**src/rtl/hdlc_fcs_pkg.sv**
```systemverilog
package hdlc_fcs_pkg;

    localparam int          BYTE_W      = 8;
    localparam int          FCS_BYTES   = 2;
    localparam logic [15:0] FCS_PRESET  = 16'hFFFF;
    localparam logic [15:0] FCS_POLY    = 16'h8408;
    localparam logic [15:0] FCS_RESIDUE = 16'hF0B8;
    localparam int          ST_BAD_FCS  = 5;
    localparam int          ST_SHORT    = 4;

    typedef enum logic [1:0] {
        PH_RUN,
        PH_FCS,
        PH_STAT
    } phase_t;

    typedef struct packed {
        logic              valid;
        logic              is_status;
        logic [BYTE_W-1:0] data;
    } fifo_wr_t;

    function automatic logic [15:0] fcs_next(input logic [15:0] c, input logic [BYTE_W-1:0] b);
        logic [15:0] r;
        r = c;
        for (int i = 0; i < BYTE_W; i++) begin
            if (r[0] ^ b[i]) r = (r >> 1) ^ FCS_POLY;
            else             r = r >> 1;
        end
        return r;
    endfunction

    function automatic logic [BYTE_W-1:0] status_byte(input logic bad, input logic short_f);
        logic [BYTE_W-1:0] s;
        s = '0;
        s[ST_BAD_FCS] = bad;
        s[ST_SHORT]   = short_f;
        return s;
    endfunction

endpackage

```
**src/rtl/hdlc_fcs_hold.sv**
```systemverilog
module hdlc_fcs_hold #(
    parameter int W     = 8,
    parameter int DEPTH = 2,
    localparam int CW   = $clog2(DEPTH + 1),
    localparam int IW   = (DEPTH > 1) ? $clog2(DEPTH) : 1
) (
    input  logic          clk,
    input  logic          rst,
    input  logic          clear,
    input  logic          push,
    input  logic [W-1:0]  push_data,
    input  logic          pop,
    output logic [W-1:0]  head,
    output logic [CW-1:0] cnt,
    output logic          full
);

    localparam logic [CW-1:0] FULL_CNT = CW'(DEPTH);

    logic [W-1:0] slot [DEPTH];

    assign head = slot[0];
    assign full = (cnt == FULL_CNT);

    always_ff @(posedge clk) begin
        if (rst) begin
            cnt <= '0;
        end else if (clear) begin
            cnt <= push ? CW'(1) : '0;
            if (push) slot[0] <= push_data;
        end else if (push) begin
            if (full) begin
                for (int k = 0; k < DEPTH - 1; k++) slot[k] <= slot[k+1];
                slot[DEPTH-1] <= push_data;
            end else begin
                slot[cnt[IW-1:0]] <= push_data;
                cnt <= cnt + CW'(1);
            end
        end else if (pop && cnt != '0) begin
            for (int k = 0; k < DEPTH - 1; k++) slot[k] <= slot[k+1];
            cnt <= cnt - CW'(1);
        end
    end

    // the delay line never holds more than its depth
    a_r2_depth_bound: assert property (@(posedge clk) disable iff (rst)
        cnt <= FULL_CNT);

    // a spill advances the next older byte to the head
    a_r2_spill_order: assert property (@(posedge clk) disable iff (rst)
        push && full && !clear |=> head == $past(slot[1]));

endmodule

```
**src/rtl/hdlc_fcs_acc.sv**
```systemverilog
module hdlc_fcs_acc
    import hdlc_fcs_pkg::*;
#(
    parameter int LEN_MIN = 4,
    localparam int LW     = $clog2(LEN_MIN + 1)
) (
    input  logic              clk,
    input  logic              rst,
    input  logic              take,
    input  logic              start,
    input  logic [BYTE_W-1:0] data,
    output logic              fcs_ok,
    output logic              too_short,
    output logic              too_few
);

    localparam logic [LW-1:0] LEN_CAP = LW'(LEN_MIN);
    localparam logic [LW-1:0] LEN_FCS = LW'(FCS_BYTES);

    logic [15:0]   crc_q;
    logic [LW-1:0] len_q;

    always_ff @(posedge clk) begin
        if (rst) begin
            crc_q <= FCS_PRESET;
            len_q <= '0;
        end else if (take) begin
            crc_q <= fcs_next(start ? FCS_PRESET : crc_q, data);
            if (start)                len_q <= LW'(1);
            else if (len_q < LEN_CAP) len_q <= len_q + LW'(1);
        end
    end

    assign fcs_ok    = (crc_q == FCS_RESIDUE);
    assign too_short = (len_q < LEN_CAP);
    assign too_few   = (len_q < LEN_FCS);

    // the length count saturates at the short-frame limit
    a_r7_len_cap: assert property (@(posedge clk) disable iff (rst)
        len_q <= LEN_CAP);

    // a start mark restarts the length at one byte
    a_r10_start_len: assert property (@(posedge clk) disable iff (rst)
        take && start |=> len_q == LW'(1));

endmodule

```
**src/rtl/hdlc_rx_fcs_check.sv**
```systemverilog
module hdlc_rx_fcs_check
    import hdlc_fcs_pkg::*;
#(
    parameter int LEN_MIN = 4
) (
    input  logic       clk,
    input  logic       rst,
    input  logic       cfg_keep_fcs,
    input  logic       in_valid,
    input  logic       in_sof,
    input  logic [7:0] in_data,
    input  logic       in_eof,
    output logic       wr_en,
    output logic [7:0] wr_data,
    output logic       wr_is_status
);

    localparam int CW = $clog2(FCS_BYTES + 1);
    localparam logic [CW-1:0] CNT_FULL = CW'(FCS_BYTES);

    phase_t      phase_q;
    logic        open_q;
    fifo_wr_t    wr_q;
    logic [7:0]  st_q;

    logic        byte_take, sof_take, eof_take;
    logic        spill, keep_path, hold_clear, hold_pop;
    logic [7:0]  hold_head;
    logic [CW-1:0] hold_cnt;
    logic        hold_full;
    logic        fcs_ok, too_short, too_few;
    logic [7:0]  st_now;

    assign byte_take = (phase_q == PH_RUN) && in_valid && !in_eof && (in_sof || open_q);
    assign sof_take  = byte_take && in_sof;
    assign eof_take  = (phase_q == PH_RUN) && in_eof && open_q;
    assign spill     = byte_take && !in_sof && hold_full;
    assign keep_path = eof_take && cfg_keep_fcs && (hold_cnt != '0);
    assign hold_pop  = keep_path || (phase_q == PH_FCS);
    assign hold_clear = sof_take || (eof_take && !keep_path) || (phase_q == PH_STAT);
    assign st_now    = status_byte(!fcs_ok || too_few, too_short);

    hdlc_fcs_hold #(.W(BYTE_W), .DEPTH(FCS_BYTES)) hold_i (
        .clk       (clk),
        .rst       (rst),
        .clear     (hold_clear),
        .push      (byte_take),
        .push_data (in_data),
        .pop       (hold_pop),
        .head      (hold_head),
        .cnt       (hold_cnt),
        .full      (hold_full)
    );

    hdlc_fcs_acc #(.LEN_MIN(LEN_MIN)) acc_i (
        .clk       (clk),
        .rst       (rst),
        .take      (byte_take),
        .start     (in_sof),
        .data      (in_data),
        .fcs_ok    (fcs_ok),
        .too_short (too_short),
        .too_few   (too_few)
    );

    always_ff @(posedge clk) begin
        if (rst) begin
            phase_q <= PH_RUN;
            open_q  <= 1'b0;
            wr_q    <= '0;
            st_q    <= '0;
        end else begin
            wr_q <= '0;
            if (sof_take) open_q <= 1'b1;
            unique case (phase_q)
                PH_RUN: begin
                    if (spill) begin
                        wr_q <= '{valid: 1'b1, is_status: 1'b0, data: hold_head};
                    end else if (eof_take) begin
                        open_q <= 1'b0;
                        st_q   <= st_now;
                        if (keep_path) begin
                            wr_q    <= '{valid: 1'b1, is_status: 1'b0, data: hold_head};
                            phase_q <= (hold_cnt == CNT_FULL) ? PH_FCS : PH_STAT;
                        end else begin
                            wr_q <= '{valid: 1'b1, is_status: 1'b1, data: st_now};
                        end
                    end
                end
                PH_FCS: begin
                    wr_q    <= '{valid: 1'b1, is_status: 1'b0, data: hold_head};
                    phase_q <= PH_STAT;
                end
                PH_STAT: begin
                    wr_q    <= '{valid: 1'b1, is_status: 1'b1, data: st_q};
                    phase_q <= PH_RUN;
                end
                default: phase_q <= PH_RUN;
            endcase
        end
    end

    assign wr_en        = wr_q.valid;
    assign wr_data      = wr_q.data;
    assign wr_is_status = wr_q.is_status;

    // without forwarding, the status byte is the next write after the flag
    a_r3_status_next: assert property (@(posedge clk) disable iff (rst)
        eof_take && !cfg_keep_fcs |=> wr_en && wr_is_status);

    // a forwarded pair is two plain writes followed by the status byte
    a_r4_fcs_then_status: assert property (@(posedge clk) disable iff (rst)
        eof_take && cfg_keep_fcs && hold_cnt == CNT_FULL |=>
        (wr_en && !wr_is_status) ##1 (wr_en && !wr_is_status) ##1 (wr_en && wr_is_status));

    // a frame with under two bytes reports both error bits
    a_r8_tiny_fails: assert property (@(posedge clk) disable iff (rst)
        eof_take && !cfg_keep_fcs && too_few |=> wr_data[ST_BAD_FCS] && wr_data[ST_SHORT]);

    // unused status bits stay zero
    a_r9_zero_bits: assert property (@(posedge clk) disable iff (rst)
        wr_en && wr_is_status |-> (wr_data & 8'hCF) == 8'h00);

    // the status marker never appears without a write
    a_r9_marker_with_write: assert property (@(posedge clk) disable iff (rst)
        wr_is_status |-> wr_en);

    // no write in the cycle following reset release
    a_r1_quiet_after_reset: assert property (@(posedge clk)
        $past(rst) |-> !wr_en);

endmodule

```
**config.mk**
```make
export PLATFORM = sky130hd
export DESIGN_NAME = hdlc_rx_fcs_check
export DESIGN_NICKNAME = d
export VERILOG_FILES = /design/src/rtl/hdlc_fcs_pkg.sv /design/src/rtl/hdlc_fcs_hold.sv /design/src/rtl/hdlc_fcs_acc.sv /design/src/rtl/hdlc_rx_fcs_check.sv
export SDC_FILE = /design/constraint.sdc
export NUM_CORES = 1
export LEC_CHECK = 0
export BUFFER_PORTS_ARGS = -buffer_cell sky130_fd_sc_hd__clkbuf_2
export CAP_MARGIN = 20
export CORE_MARGIN = 5
export CORE_UTILIZATION = 25
export DETAILED_ROUTE_END_ITERATION = 8
export GPL_ROUTABILITY_DRIVEN = 0
export GPL_TIMING_DRIVEN = 0
export SYNTH_ARGS = -nofsm -noshare
export SYNTH_HDL_FRONTEND = slang
export SYNTH_SLANG_ARGS = --single-unit
```
**constraint.sdc**
```tcl
create_clock -name clk -period 2.6 [get_ports clk]
set_input_delay 0.39 -clock clk [delete_from_list [all_inputs] [get_ports clk]]
set_output_delay 0.39 -clock clk [all_outputs]
set_load 0.02 [all_outputs]
```
==> key figures, run 1 <==
Status
  • Outcome: finished clean

Logic synthesis
  • Area share of the largest cell type after synthesis: 0.276
  • Synth area leaders: dfxtp_1 (28%), edfxtp_1 (18%), xnor3_1 (6.0%)
  • Commonest cells in the netlist: dfxtp_1 (36), nor2_1 (27), clkbuf_1 (16), edfxtp_1 (16), a21oi_1 (14)
  • Synth warnings: 0
  • Number of synthesized flops with an enable pin: 16
  • Post-synthesis register bit count: 52
  • Post-synthesis sequential area ratio: 0.460
  • Most frequent cell after synthesis: dfxtp_1
  • Cell Area, Synth: 2610 um2
  • Async SR Flop Fraction: 0
  • Count of cell types in the netlist: 50
  • Syn Nets: 265
  • Avg Inst Size Synth: 10.6 um2
  • Post-synth top flop: dfxtp_1
  • Synthesized instance count: 246
  • Yosys top cell by area: dfxtp_1

Timing
  • Fmax: 404 MHz
  • Clock Skew: 0.0102 ns
  • Final setup fails: 0
  • Final Hold Viols: 0
  • Final period util: 0.953
  • Min Tclk post-route: 2.48 ns
  • Worst slew margin: 0.595
  • Worst-Margin Slew: 0.604 ns
  • RSZ-0062 raised after global routing: false
  • Max Transition Viols Final: 0

Critical path
  • Max FO, Critical Path: 10
  • CP endpoint kind: flip-flop
  • Worst EP required: 2.66 ns
  • Worst Setup SP: phase_q[0]
  • Arr. time, crit path: 2.54 ns
  • Critical R2R Launch: phase_q[0]
  • Kind of critical path: flip-flop to flip-flop
  • Crit start category: flip-flop

Clocking
  • Clock root buffer: clkbuf_8
  • Clock latency on the worst-skew pair: 0.31 ns
  • Reg clk slew, reported paths: 0.09 ns
  • Sinks on Clock Net: 52
  • CTS H-tree depth: 2
  • TritonCTS clock tree: yes
  • Hold Buf Count CTS: 0
  • Cts bufs inserted: 5
  • Maximum buffer depth of the clock tree: 2

Global routing
  • Number of global-route vias before repair: 1,947
  • Initial antenna violation count: 0
  • GRT Total Usage: 0.0977
  • Global-route wire length before repair: 9.81 mm
  • Total overflow reported by the global router: 0
  • Largest net degree at the start of global routing: 17

Floorplan
  • Chip Height: 112 um
  • Die W: 112 um
  • Die area: 12,600 um2
  • Num rows: 37
  • I/O pin count: 24
  • Initial Utilization: 0.255
  • Core region area: 10,200 um2

Final layout
  • Number of fillers in the final layout: 1,050
  • Ant. Diodes: 0
  • Final Util: 0.296
  • Flip-flop and latch area: 1200 um2
  • Multi-input logic area: 1330 um2
  • Final Net Count: 295
  • Area grow syn2layout: 16.1%
  • Share of cells above drive strength 1: 0.199

Power
  • Pwr Total: 0.00163 W
  • Cell Pwr Density: 537 nW/um2
  • Leakage: 1.14 nW
  • VDD IR max: 0.188 mV

Drt
  • Starting DRT DRC Count: 97
  • Wire per inst: 14.0 um
  • DR DRC count: 0
  • Vias/cell: 4.58
  • Final wirelength: 5.80 mm
  • DR vias: 1,892
  • Post-DRT Antenna Nets: 0
  • First-pass detailed-route iteration total: 4

Place
  • I/O Buffers: 22
  • Post-DP HPWL: 4.38 mm

Job
  • Max-cap check violation count: 0

Hold path
  • Hold Startpoint: in_data[6]
  • Worst hold path type: input pin to flip-flop
registers in the layout, summed over array words and instances, names as in the netlist, 2 cells and up:
register,cells
st_q,2
phase_q,2
wr_data,8
acc_i.len_q,3
acc_i.crc_q,16
hold_i.cnt,2
hold_i.slot,16
stage by stage:
stage	std cells	area (um2)	setup TNS (ns)	worst slack [ns]	hold slack (ns)
4_1_cts	413	3020	0	0.119	0.381
2_1_floorplan	246	2620	0	0.0370	0.420
3_3_place_gp	404	2900	-2.59	-0.324	0.427
3_5_place_dp	404	2900	-3.13	-0.392	0.430
5_1_grt	413	3030	0	0.00591	0.394
6_report	413	3030	0	0.122	0.386
power by group:
group	internal (W)	leakage [nW]	switching, W	total [W]
clock	0.000186	0.0378	0.000272	0.000459
sequential	0.000865	0.438	0.0000246	0.000890
combinational	0.000139	0.664	0.000140	0.000279
metal layers:
layer	wire, um	up-vias	GRT usage
met5	0	-	0
li1	-	937	-
met1	2620	887	0.121
met2	2710	56	0.161
met4	160	0	0.0449
met3	310	12	0.0232
layout by cell type, fill, tap and decap left out, drive strengths merged, types with 4 or more instances in the layout:
master / netlist / final
mux2: 9 / 9
o21ai: 10 / 10
ha: 5 / 5
xnor3: 7 / 7
buf: 3 / 4
edfxtp: 16 / 16
xor2: 6 / 6
xnor2: 12 / 12
and2: 6 / 6
clkbuf: 16 / 43
o211ai: 8 / 8
nor3: 9 / 9
a21oi: 14 / 14
nand3: 5 / 5
nor2: 27 / 27
dfxtp: 36 / 36
nand2: 11 / 11
cell families (layout without fill, tap and decap cells):
| kind of cell | count (synthesis) | count (layout) | synth area share |
|---|---|---|---|
| buffers and inverters | 23 | 54 | 0.0403 |
| AND/OR/NAND/NOR | 80 | 80 | 0.155 |
| AO/OA/AOI/OAI | 50 | 50 | 0.142 |
| flip-flops | 52 | 52 | 0.460 |
| adder cells (fa/ha/maj) | 5 | 5 | 0.0240 |
| multiplexers | 9 | 9 | 0.0388 |
| XOR/XNOR | 27 | 27 | 0.139 |
final cells by class:
class	instances	area share
buffer	19	0.0302
clock buffer	5	0.0227
clock inverter	3	0.00620
inverter	4	0.00496
multi-input combinational	171	0.440
sequential	52	0.397
tap	136	0.0562
timing repair buffer	23	0.0430
what timing repair did:
| item | CTS | global route |
|---|---|---|
| hold endpoints to repair | 0 | 0 |
| setup buffers | 1 | 0 |
| resized for setup | 3 | 1 |
| pin swaps | 1 | 0 |
| endpoints found under the setup margin | 8 | 8 |
path summary, 6_finish.rpt:
path,endpoint,slack [ns],depth (start not counted)
worst max-delay path,hold_i.slot[0][0],0.12,7
worst min-delay path,hold_i.slot[1][6],0.39,2
worst max register to register,hold_i.slot[0][0],0.12,7
worst min register to register,wr_data[3],0.45,1
worst max-delay path, stage by stage (launching register included):
cell and delay, ns:
dfxtp_1 0.41, inv_1 0.08, ha_1 0.21, buf_6 0.13
and4b_1 0.26, a2111oi_4 0.47, o2111ai_4 0.30, mux2_2 0.35
No activity file was read; power rests on OpenSTA's default activity.
==> run 2: changes to the inputs <==
BUFFER_PORTS_ARGS = -buffer_cell sky130_fd_sc_hd__buf_2   (was -buffer_cell sky130_fd_sc_hd__clkbuf_2)
==> run 2 against run 1 <==
Worst setup slack gained 0.045 ns. Combinational power is essentially flat. Final area grew 1.2%. Register-to-register slack gained 0.04 ns. Critical path depth grew 1. Sequential share of layout area shrank 0.39 points. First-iteration DRC count shrank 47%. Cell count is the same. Non-clock buffer count is the same. Critical path type unchanged. Highest routed layer unchanged.
==> key figures, run 2 (same netlist as run 1, synthesis figures left out) <==
Status
  • Outcome: finished clean

Timing
  • RSZ-0062 raised after global routing: false
  • Fmax: 411 MHz (+1.8%)
  • Final period util: 0.936 (-0.0173)
  • Min Tclk post-route: 2.43 ns (-0.0450 ns)
  • Final setup fails: 0 (unchanged)
  • Worst slew margin: 0.563 (-0.0318)
  • Final Hold Viols: 0 (unchanged)
  • Worst-Margin Slew: 0.651 ns (+0.0474 ns)
  • Final setup margin: 0.167 ns (+0.0450 ns)
  • Clock Skew: 0.00474 ns (-0.00549 ns)
  • Max Transition Viols Final: 0 (unchanged)

Floorplan
  • Die W: 112 um (unchanged)
  • I/O pin count: 24 (unchanged)
  • Num rows: 37 (unchanged)
  • Core region area: 10,200 um2 (unchanged)
  • Chip Height: 112 um (unchanged)
  • Die area: 12,600 um2 (unchanged)
  • Initial Utilization: 0.255 (unchanged)

Final layout
  • Final Net Count: 295 (unchanged)
  • Share of cells above drive strength 1: 0.213 (+0.0144)
  • Ant. Diodes: 0 (unchanged)
  • Area grow syn2layout: 17.5%
  • Most frequent cells in the layout: dfxtp_1 (34), nor2_1 (26), buf_2 (22)
  • Number of fillers in the final layout: 1,056 (+0.57%)
  • Post-route insts no fill: 413 (unchanged)
  • Finished Cell Area: 3060 um2 (+1.2%)
  • Final Util: 0.299 (+0.00355)
  • Commonest non-fill, non-tap cell in the layout: dfxtp_1

Global routing
  • Initial antenna violation count: 0 (unchanged)
  • Largest net degree at the start of global routing: 18 (+1)
  • GRT Total Usage: 0.0931 (-0.00459)
  • Global-route wire length before repair: 9.42 mm (-4.0%)
  • Total overflow reported by the global router: 0 (unchanged)
  • Number of global-route vias before repair: 1,900 (-2.4%)

Clocking
  • Clock latency on the worst-skew pair: 0.31 ns (about the same)
  • Sinks on Clock Net: 52 (unchanged)
  • Cts bufs inserted: 5 (unchanged)
  • Maximum buffer depth of the clock tree: 2 (unchanged)
  • CTS H-tree depth: 2 (unchanged)
  • Reg clk slew, reported paths: 0.10 ns (about the same)
  • TritonCTS clock tree: yes
  • Clock root buffer: clkbuf_8

Critical path
  • Delay of the slowest critical-path stage: 0.40 ns (-0.07 ns)
  • Arr. time, crit path: 2.50 ns (-0.04 ns)
  • Crit-path cells: inv_1, ha_1, buf_6, and3_1, buf_6, a2111oi_4, o2111ai_4, mux2_4
  • Kind of critical path: flip-flop to flip-flop
  • CP endpoint kind: flip-flop
  • Crit start category: flip-flop
  • Worst EP required: 2.67 ns (about the same)
  • Crit-path slowest cell: a2111oi_4
  • Max FO, Critical Path: 10 (unchanged)
  • Most used cell, CP: buf_6

Drt
  • Starting DRT DRC Count: 51 (-47%)
  • Final wirelength: 5.69 mm (-2.0%)
  • First-pass detailed-route iteration total: 4 (unchanged)
  • Post-DRT Antenna Nets: 0 (unchanged)
  • Vias/cell: 4.61 (+0.63%)
  • DR vias: 1,904 (+0.63%)
  • DR DRC count: 0 (unchanged)
  • Wire per inst: 13.8 um (-2.0%)

Power
  • VDD IR max: 0.245 mV (+30%)
  • Cell Pwr Density: 568 nW/um2 (+5.7%)
  • Leakage: 1.17 nW (+2.6%)
  • Pwr Total: 0.00174 W (+7.0%)

Place
  • Placed Area: 2900 um2 (unchanged)
  • Pre-CTS WS: -0.409 ns (-0.0164 ns)
  • I/O Buffers: 22 (unchanged)
  • # placed instances: 404 (unchanged)
  • Post-DP HPWL: 4.30 mm (-1.9%)

Hold path
  • Worst hold path type: input pin to flip-flop

Job
  • Max-cap check violation count: 0 (unchanged)
[run 2: cell count changes in the layout (fill, tap and decap cells not counted)]
cell / delta
inv_6: +1
mux2_4: +1
mux2_2: -1
nor2_1: -1
dfxtp_2: +2
nor2_2: +1
clkinvlp_4: -1
clkbuf_2: -22
dfxtp_1: -2
bufinv_16: +1
clkinv_1: -1
buf_2: +22
[run 2: path summary, 6_finish.rpt]
kind	from	depth (start not counted)	slack [ns]	to
setup / recovery	phase_q[0]	8	0.17	hold_i.slot[0][5]
hold / removal	in_data[6]	2	0.37	hold_i.slot[1][6]
setup reg to reg	phase_q[0]	8	0.17	hold_i.slot[0][5]
hold reg to reg	hold_i.slot[0][3]	1	0.45	wr_data[3]
[run 2: timing repair]
action	CTS	global route
hold buffers	0	0
endpoints found under the setup margin	8	9
pin swaps	1	2
gates cloned	0	0
setup buffers	1	0
resized for setup	3	5
[run 2: worst max-delay path: cells and delay by family (launching register included)]
family                   cells  cell delay [ns]
buffers and inverters        3             0.35
adder cells (fa/ha/maj)      1             0.20
multiplexers                 1             0.37
flip-flops                   1             0.38
AO/OA/AOI/OAI                2             0.71
AND/OR/NAND/NOR              1             0.18
[run 2: final cells by class]
type	count	area, um2	share of cell area
plain buffers	19	91.3	0.0298
clock buffers	5	68.8	0.0225
clock inverters	3	46.3	0.0151
inverters	4	15.0	0.00490
multi-input cells	171	1340	0.437
flip-flops and latches	52	1200	0.393
well taps	136	170	0.0555
repair buffers	23	130	0.0425
[run 2: per-layer routing]
layer  track usage  wire length, um
met2         0.160             2760
met3        0.0205              258
met1         0.114             2580
met4        0.0337               92
met5             0                0
[run 2: stage by stage]
step / hold slack (ns) / setup TNS, ns
finish: 0.374 / 0
global route: 0.384 / 0
CTS: 0.371 / 0
detailed placement: 0.426 / -3.27
global placement: 0.427 / -2.55
floorplan: 0.420 / 0
[run 2: power breakdown]
group          switching (W)  internal (W)  leakage [nW]
logic               0.000142      0.000140         0.675
registers          0.0000231      0.000866         0.439
clock network       0.000280      0.000290        0.0548
total               0.000445       0.00130          1.17
==> run 3: changes to the inputs <==
CORE_ASPECT_RATIO = 1.75   (was unset)
PLACE_DENSITY = 0.47   (was unset)
==> run 3 against run 2 <==
Count of clock-buffer cells in the layout did not move. Sequential power about the same. Clock power grew 17%. Critical path depth did not move. Cell count is 2.2% lower. Total power is 6.3% higher. Hold slack better by 0.029 ns. Flip-flop and latch count unchanged. Sequential share of layout area down 0.26 points. Wire length grew 21%. Clock skew about the same. Worst setup slack got worse by 0.025 ns. Largest cell class unchanged.
==> key figures, run 3 (same netlist as run 1, synthesis figures left out) <==
Final layout
  • Share of cells above drive strength 1: 0.206 (-0.00722)
  • Area grow syn2layout: 18.0%
  • Final Net Count: 295 (unchanged)
  • Most frequent cells in the layout: dfxtp_1 (36), nor2_1 (26), buf_2 (23)
  • Commonest non-fill, non-tap cell in the layout: dfxtp_1
  • Post-route insts no fill: 404 (-2.2%)
  • Final Util: 0.301 (+0.00112)
  • Ant. Diodes: 0 (unchanged)

Place
  • # placed instances: 395 (-2.2%)
  • I/O Buffers: 22 (unchanged)
  • Post-DP HPWL: 5.24 mm (+22%)

Global routing
  • Largest net degree at the start of global routing: 18 (unchanged)
  • Number of global-route vias before repair: 2,068 (+8.8%)
  • GRT Total Usage: 0.116 (+0.0224)
  • Global-route wire length before repair: 11.2 mm (+19%)
  • Total overflow reported by the global router: 0 (unchanged)
  • Initial antenna violation count: 0 (unchanged)

Critical path
  • CP endpoint kind: flip-flop
  • Critical path buffers and inverters: 3 (unchanged)
  • Crit-path cells: inv_1, ha_1, buf_6, and3_1, buf_6, a2111oi_4, o2111ai_4, mux2_2
  • Worst reg2reg endpoint: hold_i.slot[0][3]
  • Crit-path slowest cell: dfxtp_1
  • Largest delay share family, worst path: compound AO/OA/AOI/OAI gates
  • Delay of the slowest critical-path stage: 0.41 ns (about the same)
  • R2R setup slack: 0.14 ns (-0.03 ns)
  • Worst r2r path cells: 8 (unchanged)
  • Worst EP required: 2.64 ns (-0.03 ns)
  • Kind of critical path: flip-flop to flip-flop
  • Crit start category: flip-flop
  • Most used cell, CP: buf_6
  • Arr. time, crit path: 2.50 ns (about the same)
  • Critical R2R Launch: phase_q[0]
  • Max FO, Critical Path: 10 (unchanged)

Clocking
  • CTS H-tree depth: 2 (unchanged)
  • Maximum buffer depth of the clock tree: 2 (unchanged)
  • Clock latency on the worst-skew pair: 0.29 ns (-0.02 ns)
  • Hold Buf Count CTS: 0 (unchanged)
  • TritonCTS clock tree: yes
  • Cts bufs inserted: 5 (unchanged)
  • Reg clk slew, reported paths: 0.07 ns (-0.03 ns)
  • Clock root buffer: clkbuf_16
  • Sinks on Clock Net: 52 (unchanged)

Timing
  • Final period util: 0.946 (+0.00972)
  • RSZ-0062 raised after global routing: true
  • WHS: 0.403 ns (+0.0289 ns)
  • Max Transition Viols Final: 0 (unchanged)
  • Worst slew margin: 0.488 (-0.0745)
  • Fmax: 407 MHz (-1.0%)
  • Clock Skew: 0.00487 ns (+0.000137 ns)
  • Worst-Margin Slew: 0.762 ns (+0.111 ns)
  • Final Hold Viols: 0 (unchanged)
  • Final setup fails: 0 (unchanged)
  • Min Tclk post-route: 2.46 ns (+0.0253 ns)

Drt
  • Final wirelength: 6.89 mm (+21%)
  • Starting DRT DRC Count: 91 (+78%)
  • Post-DRT Antenna Nets: 0 (unchanged)
  • DR vias: 1,903 (-0.053%)
  • Vias/cell: 4.71 (+2.2%)
  • First-pass detailed-route iteration total: 4 (unchanged)
  • DR DRC count: 0 (unchanged)
  • Wire per inst: 17.0 um (+24%)

Power
  • VDD IR max: 0.244 mV (-0.42%)
  • Leakage: 1.18 nW (+0.88%)
  • Cell Pwr Density: 601 nW/um2 (+5.8%)

Hold path
  • Worst hold stages: 2 (unchanged)
  • Worst Hold End: hold_i.slot[1][7]
  • Worst hold path type: input pin to flip-flop
  • Hold Startpoint: in_data[7]

Floorplan
  • Initial Utilization: 0.255 (about the same)
  • Die area: 12,700 um2 (+0.64%)
  • Die W: 87.2 um (-22%)
  • I/O pin count: 24 (unchanged)
  • Core region area: 10,200 um2 (about the same)
  • Chip Height: 145 um (+29%)
  • Num rows: 49 (+32%)

Status
  • Outcome: finished clean

Job
  • Max-cap check violation count: 0 (unchanged)
-- run 3: cell type report --
cell class,count,area (um2)
fillers,1069,7160
repair buffers,23,130
plain buffers,19,91.3
clock buffers,5,125
multi-input cells,171,1340
well taps,127,159
clock inverters,3,21.3
flip-flops and latches,52,1200
inverters,4,15.0
-- run 3: how the worst max path moves through the flow --
stage                from           endpoint  slack [ns]  depth (start not counted)
3_3_place_gp   phase_q[0]  hold_i.slot[0][0]       -0.41                          8
6_report       phase_q[0]  hold_i.slot[0][3]        0.14                          8
5_1_grt        phase_q[0]  hold_i.slot[0][4]      -0.002                          8
4_1_cts        phase_q[0]  hold_i.slot[0][3]        0.06                          9
2_1_floorplan  phase_q[0]  hold_i.slot[0][0]        0.04                          8
3_5_place_dp   phase_q[0]  hold_i.slot[0][0]       -0.44                          8
-- run 3: power breakdown --
group | total [W] | switching (W) | internal, W
Sequential | 0.000891 | 0.0000250 | 0.000866
Clock | 0.000670 | 0.000310 | 0.000359
Combinational | 0.000290 | 0.000151 | 0.000139
-- run 3: what timing repair did --
action,CTS,global route
resized for setup,3,3
pin swaps,1,0
setup buffers,1,0
setup endpoints to repair,8,8
-- run 3: stage by stage --
step	setup WS [ns]	TNS, ns	total power, W	instance area [um2]
finish	0.142	0	0.00185	3080
global route	-0.00239	-0.00239	0.00193	3080
CTS	0.0611	0	0.00187	3070
detailed placement	-0.438	-3.50	0.00119	2880
global placement	-0.409	-3.27	0.00119	2880
floorplan	0.0370	0	0.00111	2620
-- run 3: per-layer routing --
metal / vias up / track usage / part of all wire
li1: 935 / - / -
met3: 12 / 0.0176 / 0.023
met2: 29 / 0.222 / 0.58
met1: 927 / 0.117 / 0.37
met5: - / 0 / 0
met4: 0 / 0.0515 / 0.029
